<file path="src/rtl/mpu_pkg.sv">
`timescale 1ns/1ps
package mpu_pkg;
    localparam logic [1:0] ACC_FETCH = 2'b00;
    localparam logic [1:0] ACC_LOAD  = 2'b01;

    // data-side permission decode
    function automatic logic data_grant(logic [2:0] code, logic is_wr, logic is_user);
        case (code)
            3'd1:    return !is_wr && !is_user;
            3'd2:    return !is_user;
            3'd3:    return !is_user || !is_wr;
            3'd4:    return 1'b1;
            default: return 1'b0;
        endcase
    endfunction

    // instruction-side permission decode
    function automatic logic inst_grant(logic [2:0] code, logic is_user);
        case (code)
            3'd1:    return !is_user;
            3'd2:    return 1'b1;
            default: return 1'b0;
        endcase
    endfunction
endpackage

</file>
<file path="src/rtl/mpu_region_table.sv">
`timescale 1ns/1ps
module mpu_region_table #(
    parameter int NREG      = 8,
    parameter int AW        = 32,
    parameter bit HAS_CACHE = 1'b1,
    localparam int IW       = (NREG > 1) ? $clog2(NREG) : 1
) (
    input  logic              clk,
    input  logic              rst_n,
    input  logic              wr_en,
    input  logic [IW-1:0]     wr_idx,
    input  logic [AW-1:0]     wr_base,
    input  logic [AW-1:0]     wr_limit,
    input  logic [2:0]        wr_perm,
    input  logic              wr_cache,
    input  logic              wr_valid,
    input  logic [AW-1:0]     look_addr,
    output logic [NREG-1:0]   hit_vec,
    output logic [NREG*3-1:0] perm_flat,
    output logic [NREG-1:0]   cache_vec
);
    typedef struct packed {
        logic          valid;
        logic [AW-1:0] base;
        logic [AW-1:0] limit;
        logic [2:0]    perm;
        logic          cache;
    } entry_t;

    entry_t tbl_d [NREG];
    entry_t tbl_q [NREG];

    always_comb begin
        for (int i = 0; i < NREG; i++) begin
            tbl_d[i] = tbl_q[i];
            if (wr_en && (int'(wr_idx) == i)) begin
                tbl_d[i].valid = wr_valid;
                tbl_d[i].base  = wr_base;
                tbl_d[i].limit = wr_limit;
                tbl_d[i].perm  = wr_perm;
                tbl_d[i].cache = HAS_CACHE ? wr_cache : 1'b0;
            end
        end
    end

    always_ff @(posedge clk) begin
        for (int i = 0; i < NREG; i++) begin
            if (!rst_n) tbl_q[i] <= '0;
            else        tbl_q[i] <= tbl_d[i];
        end
    end

    for (genvar g = 0; g < NREG; g++) begin : g_cmp
        assign hit_vec[g]       = tbl_q[g].valid
                               && (look_addr >= tbl_q[g].base)
                               && (look_addr <= tbl_q[g].limit);
        assign perm_flat[g*3 +: 3] = tbl_q[g].perm;
        assign cache_vec[g]     = tbl_q[g].cache;
    end
endmodule

</file>
<file path="src/rtl/mpu_prio_pick.sv">
`timescale 1ns/1ps
module mpu_prio_pick #(
    parameter int N  = 8,
    localparam int IW = (N > 1) ? $clog2(N) : 1
) (
    input  logic [N-1:0]  req,
    output logic          any,
    output logic [IW-1:0] idx
);
    always_comb begin
        idx = '0;
        for (int i = N - 1; i >= 0; i--) begin
            if (req[i]) idx = IW'(i);
        end
        any = |req;
    end
endmodule

</file>
<file path="src/rtl/mpu_region_check.sv">
`timescale 1ns/1ps
module mpu_region_check #(
    parameter int NREG = 8,
    parameter int AW   = 32,
    localparam int IW  = (NREG > 1) ? $clog2(NREG) : 1
) (
    input  logic          clk,
    input  logic          rst_n,
    input  logic          ctl_we,
    input  logic          ctl_enable,
    input  logic          cfg_we,
    input  logic          cfg_data_side,
    input  logic [IW-1:0] cfg_idx,
    input  logic [AW-1:0] cfg_base,
    input  logic [AW-1:0] cfg_limit,
    input  logic [2:0]    cfg_perm,
    input  logic          cfg_cache,
    input  logic          cfg_valid,
    input  logic          lk_valid,
    input  logic [AW-1:0] lk_addr,
    input  logic [1:0]    lk_kind,
    input  logic          lk_user,
    input  logic          lk_uncached,
    output logic          rsp_valid,
    output logic          rsp_fault,
    output logic          rsp_cacheable,
    output logic          rsp_hit,
    output logic [IW-1:0] rsp_index
);
    import mpu_pkg::*;

    typedef struct packed {
        logic          en;
        logic          valid;
        logic          fault;
        logic          cacheable;
        logic          hit;
        logic [IW-1:0] index;
    } state_t;

    state_t st_d, st_q;

    logic [NREG-1:0]   i_hit, d_hit, i_cache_unused, d_cache;
    logic [NREG*3-1:0] i_perm, d_perm;
    logic              i_any, d_any;
    logic [IW-1:0]     i_idx, d_idx;
    logic              en_now;

    mpu_region_table #(.NREG(NREG), .AW(AW), .HAS_CACHE(1'b0)) u_itbl (
        .clk(clk), .rst_n(rst_n),
        .wr_en(cfg_we && !cfg_data_side), .wr_idx(cfg_idx),
        .wr_base(cfg_base), .wr_limit(cfg_limit), .wr_perm(cfg_perm),
        .wr_cache(cfg_cache), .wr_valid(cfg_valid), .look_addr(lk_addr),
        .hit_vec(i_hit), .perm_flat(i_perm), .cache_vec(i_cache_unused)
    );

    mpu_region_table #(.NREG(NREG), .AW(AW), .HAS_CACHE(1'b1)) u_dtbl (
        .clk(clk), .rst_n(rst_n),
        .wr_en(cfg_we && cfg_data_side), .wr_idx(cfg_idx),
        .wr_base(cfg_base), .wr_limit(cfg_limit), .wr_perm(cfg_perm),
        .wr_cache(cfg_cache), .wr_valid(cfg_valid), .look_addr(lk_addr),
        .hit_vec(d_hit), .perm_flat(d_perm), .cache_vec(d_cache)
    );

    mpu_prio_pick #(.N(NREG)) u_ipick (.req(i_hit), .any(i_any), .idx(i_idx));
    mpu_prio_pick #(.N(NREG)) u_dpick (.req(d_hit), .any(d_any), .idx(d_idx));

    always_comb begin
        logic          is_fetch;
        logic          sel_any;
        logic [IW-1:0] sel_idx;
        logic [2:0]    sel_perm;
        logic          grant;
        logic          cache_src;

        is_fetch  = (lk_kind == ACC_FETCH);
        sel_any   = is_fetch ? i_any : d_any;
        sel_idx   = is_fetch ? i_idx : d_idx;
        sel_perm  = is_fetch ? i_perm[int'(i_idx)*3 +: 3] : d_perm[int'(d_idx)*3 +: 3];
        grant     = is_fetch ? inst_grant(sel_perm, lk_user)
                             : data_grant(sel_perm, lk_kind[1], lk_user);
        cache_src = 1'b1;

        st_d           = st_q;
        st_d.en        = ctl_we ? ctl_enable : st_q.en;
        st_d.valid     = lk_valid;
        st_d.fault     = 1'b0;
        st_d.cacheable = 1'b0;
        st_d.hit       = 1'b0;
        st_d.index     = '0;

        if (lk_valid) begin
            if (st_q.en) begin
                st_d.hit   = sel_any;
                st_d.index = sel_any ? sel_idx : '0;
                st_d.fault = !(sel_any && grant);
                cache_src  = d_cache[d_idx];
            end
            st_d.cacheable = !is_fetch && !st_d.fault && cache_src
                          && !lk_addr[AW-1] && !lk_uncached;
        end
    end

    always_ff @(posedge clk) begin
        if (!rst_n) st_q <= '0;
        else        st_q <= st_d;
    end

    assign en_now        = st_q.en;
    assign rsp_valid     = st_q.valid;
    assign rsp_fault     = st_q.fault;
    assign rsp_cacheable = st_q.cacheable;
    assign rsp_hit       = st_q.hit;
    assign rsp_index     = st_q.index;
endmodule

</file>
<file path="config.mk">
export PLATFORM = sky130hd
export DESIGN_NAME = mpu_region_check
export DESIGN_NICKNAME = d
export VERILOG_FILES = /design/src/rtl/mpu_pkg.sv /design/src/rtl/mpu_region_table.sv /design/src/rtl/mpu_prio_pick.sv /design/src/rtl/mpu_region_check.sv
export SDC_FILE = /design/constraint.sdc
export NUM_CORES = 2
export LEC_CHECK = 0
export BUFFER_PORTS_ARGS = -buffer_cell sky130_fd_sc_hd__buf_2
export CORE_ASPECT_RATIO = 0.5
export CORE_MARGIN = 2
export CORE_UTILIZATION = 25
export DETAILED_ROUTE_END_ITERATION = 16
export HOLD_SLACK_MARGIN = 0.05
export SLEW_MARGIN = 20
export SYNTH_ARGS = -nofsm -noshare
export SYNTH_HDL_FRONTEND = slang
export SYNTH_SLANG_ARGS = --single-unit
</file>
<file path="constraint.sdc">
create_clock -name clk -period 9.35 [get_ports clk]
set_input_delay 0.935 -clock clk [delete_from_list [all_inputs] [get_ports clk]]
set_output_delay 0.935 -clock clk [all_outputs]
set_load 0.05 [all_outputs]
</file>
==> results.cfg <==
[status]
outcome = finished clean

[yosys]
synth_top_family_by_area = compound AO/OA/AOI/OAI gates
synth_seq_cells = 1104
synthArstFlopShare_pct = 0
synthTopCellsByCount = nand2_1 (2,401), dfxtp_1 (1,104), a21boi_0 (1,099), inv_1 (1,031), ha_1 (1,024)
yosys-top-cells-area = dfxtp_1 (33%), ha_1 (19%), nand2_1 (13%), a21boi_0 (12%), inv_1 (5.8%)
synth_top_area_cell = dfxtp_1
yosysMostFrequentCell = nand2_1
synth_xor_xnor_area_share_pct = 0
avgSynthCellArea_um2 = 7.77
synth_compound_area_share_pct = 20.5
synthCells = 8652
synth_top_cell_area_share_pct = 32.9
yosys.area_share.simple_pct = 18.4
synth_area_mm2 = 0.0672
yosys_most_used_dff = dfxtp_1
synth_warnings = 0
synth_fa_ha_area_share_pct = 19.1
syn_nets = 9791
synth-edff-count = 0
yosysUniqueCellTypes = 88
ys_seq_area_share_pct = 32.9
muxShareOfSynthArea_pct = 0.603

[placement]
place_inst = 12000
dp_hpwl_um = 158000
globalplace.congestion = 0.919
port_buffers = 121

[drt]
via_per_inst = 4.84
drc = 0
vias = 59000
wl_per_cell_um = 19.9
drtIter0Drc = 5487
drtAntennaViolNets = 0
routed_wl_um = 242000
drt_first_pass_iters = 8

[timing]
drv_slew = 0
fin_setup_tns_ns = 0
slew_headroom_pct = 16.4
fin_crit_ns = 5.91
fin_crit_sh_pct = 63.2
fmaxAchievable_mhz = 169
clock_skew_ns = 0.0233
worst_pin_slew_ns = 1.24
setup_viol = 0
hold_violations = 0
rsz0062_at_grt = false

[cells_and_area]
multi_input_area_mm2 = 0.0395
area_growth_pct = 12.4
finalNonFillerCells = 12200
drive_above_1_share_pct = 5.27
n_fill_cell = 28600
nets = 9628
regArea_mm2 = 0.0221

[hold_path]
hold_path.class = in -> reg
hp-start = ctl_enable

[cts]
cts_buffers = 133
cts_hold_buf = 0
clkTransAtPathRegs_ns = 0.06
htree_levels = 4
cts-root-buf = clkbuf_16
clk-insertion-delay-late_ns = 0.77
tritoncts = yes
cts_buffer_depth = 3
cts_sinks = 1104
cts_resized = 0
postCtsSetupBuffers = 0

[global_route]
grt_antenna_before_repair = 37
grt_max_degree = 253
grt_pass1_wl_um = 358000
track_usage_pct = 17.3
gr-total-overflow = 0
grt_pass1_vias = 55300

[pwr]
p_leak_nw = 25.7
ir_drop_mv = 0.211
cellPowerDensity_mw_per_mm2 = 150

[die]
die_h_um = 371
rows = 134
initial_core_util_pct = 25.2
die_w_um = 737
dieArea_mm2 = 0.273
core_mm2 = 0.267
pin_count = 122

[critical_path]
crit_start = lk_addr[6]
worst_setup_path_end_kind = flip-flop
path_class = in -> reg
r2r_start = u_dtbl.tbl_q[2][87]$_SDFFE_PN0P_
worstPathArrival_ns = 6.55
required_ns = 9.99
critical_path.max_fanout = 24
start_kind = input port

[flow_run]
drv_cap = 0
## sequential cells by signal, summed over array words and instances, names as in the netlist
signal	count
rsp_hit	1
rsp_valid	1
rsp_cacheable	1
u_itbl.tbl_q	544
u_dtbl.tbl_q	552
en_now	1
rsp_fault	1
rsp_index	3
## critical path: stages
cell and delay [ns]:
buf_2 0.43, buf_4 0.60, ha_1 0.25, nand4_1 0.08, nor3_1 0.66, a21boi_0 0.29, nor4b_1 0.12, o2bb2ai_1 0.77
o22ai_1 0.31, o2111ai_4 0.61, mux2i_1 0.27, mux2i_1 0.10, mux2_2 0.32, a211o_1 0.27, o21a_1 0.12, a211oi_2 0.24
o22ai_1 0.11
## through the flow
stage	total power, mW	hold slack, ns	cell area, um2	worst slack [ns]	util, %
floorplan	5.66	0.439	67200	4.36	-
CTS	11.3	0.385	75500	3.80	28.3
finish	11.3	0.427	75500	3.44	28.3
global placement	6.18	0.450	71300	2.83	26.7
global route	11.7	0.437	75500	3.34	28.3
detailed placement	6.21	0.458	71300	3.00	26.7
## final timing paths
check                                endpoint  slack (ns)  cells past startpoint
max                      rsp_fault$_SDFF_PN0_        3.44                     17
min                       en_now$_SDFFE_PN0P_        0.43                      3
max reg2reg              rsp_fault$_SDFF_PN0_        4.11                     16
min reg2reg  u_dtbl.tbl_q[0][50]$_SDFFE_PN0P_        0.46                      2
## area by class of cell
class,count,share of cell area [%]
timing repair buffer,205,1.70
clock inverter,23,0.336
sequential,1104,29.3
multi-input combinational,6014,52.3
clock buffer,195,5.24
tap,3604,5.97
inverter,1031,5.12
antenna,12,0.0398
## cells by family after synthesis
logic type,count (synthesis)
adders and majority gates,1024
AOI/OAI and AO/OA,1966
DFF,1104
buffers and inverters,1534
and+or+nand+nor,2987
muxes,37
## power by group
| group | switching (mW) | leakage [nW] | internal (mW) |
|---|---|---|---|
| Sequential | 0.0315 | 8.91 | 4.77 |
| Combinational | 0.896 | 14.7 | 0.445 |
| Clock | 2.12 | 2.08 | 3.04 |
## cell usage in the layout, fill, tap and decap left out, types with 11 or more instances in the layout
| cell type | netlist | final |
|---|---|---|
| o211ai_1 | 29 | 29 |
| clkbuf_1 | 486 | 29 |
| a21oi_1 | 336 | 336 |
| a2111oi_0 | 15 | 13 |
| clkinv_2 | 0 | 14 |
| nor3_1 | 45 | 37 |
| diode_2 | 0 | 12 |
| nand2b_1 | 28 | 27 |
| o21ai_1 | 11 | 11 |
| a211o_1 | 18 | 18 |
| o21ai_0 | 145 | 145 |
| clkbuf_16 | 0 | 139 |
| ha_1 | 1024 | 1024 |
| mux2i_1 | 27 | 27 |
| nand3_1 | 106 | 103 |
| dfxtp_1 | 1104 | 1104 |
| a31oi_1 | 15 | 15 |
| a21boi_0 | 1099 | 1099 |
| nand4_1 | 162 | 162 |
| nor4_1 | 29 | 27 |
| buf_4 | 1 | 80 |
| a211oi_1 | 55 | 55 |
| nand2_1 | 2401 | 2398 |
| a221oi_1 | 19 | 19 |
| buf_2 | 1 | 120 |
| inv_1 | 1031 | 1030 |
| nor2_1 | 94 | 88 |
| clkbuf_8 | 0 | 27 |
| and4_1 | 21 | 21 |
| o21a_1 | 22 | 22 |
| nor2b_1 | 39 | 39 |
| a221o_1 | 13 | 13 |
| a21o_1 | 96 | 96 |
## per-layer routing
layer | wire (um) | vias up | GRT usage [%]
met3 | 18300 | 425 | 3.03
met4 | 8900 | 16 | 6.23
met1 | 111000 | 28300 | 23.8
met2 | 104000 | 1933 | 27.1
met5 | 101 | - | 0
li1 | - | 28400 | -
Note: power is estimated with default switching activity, not from simulation.
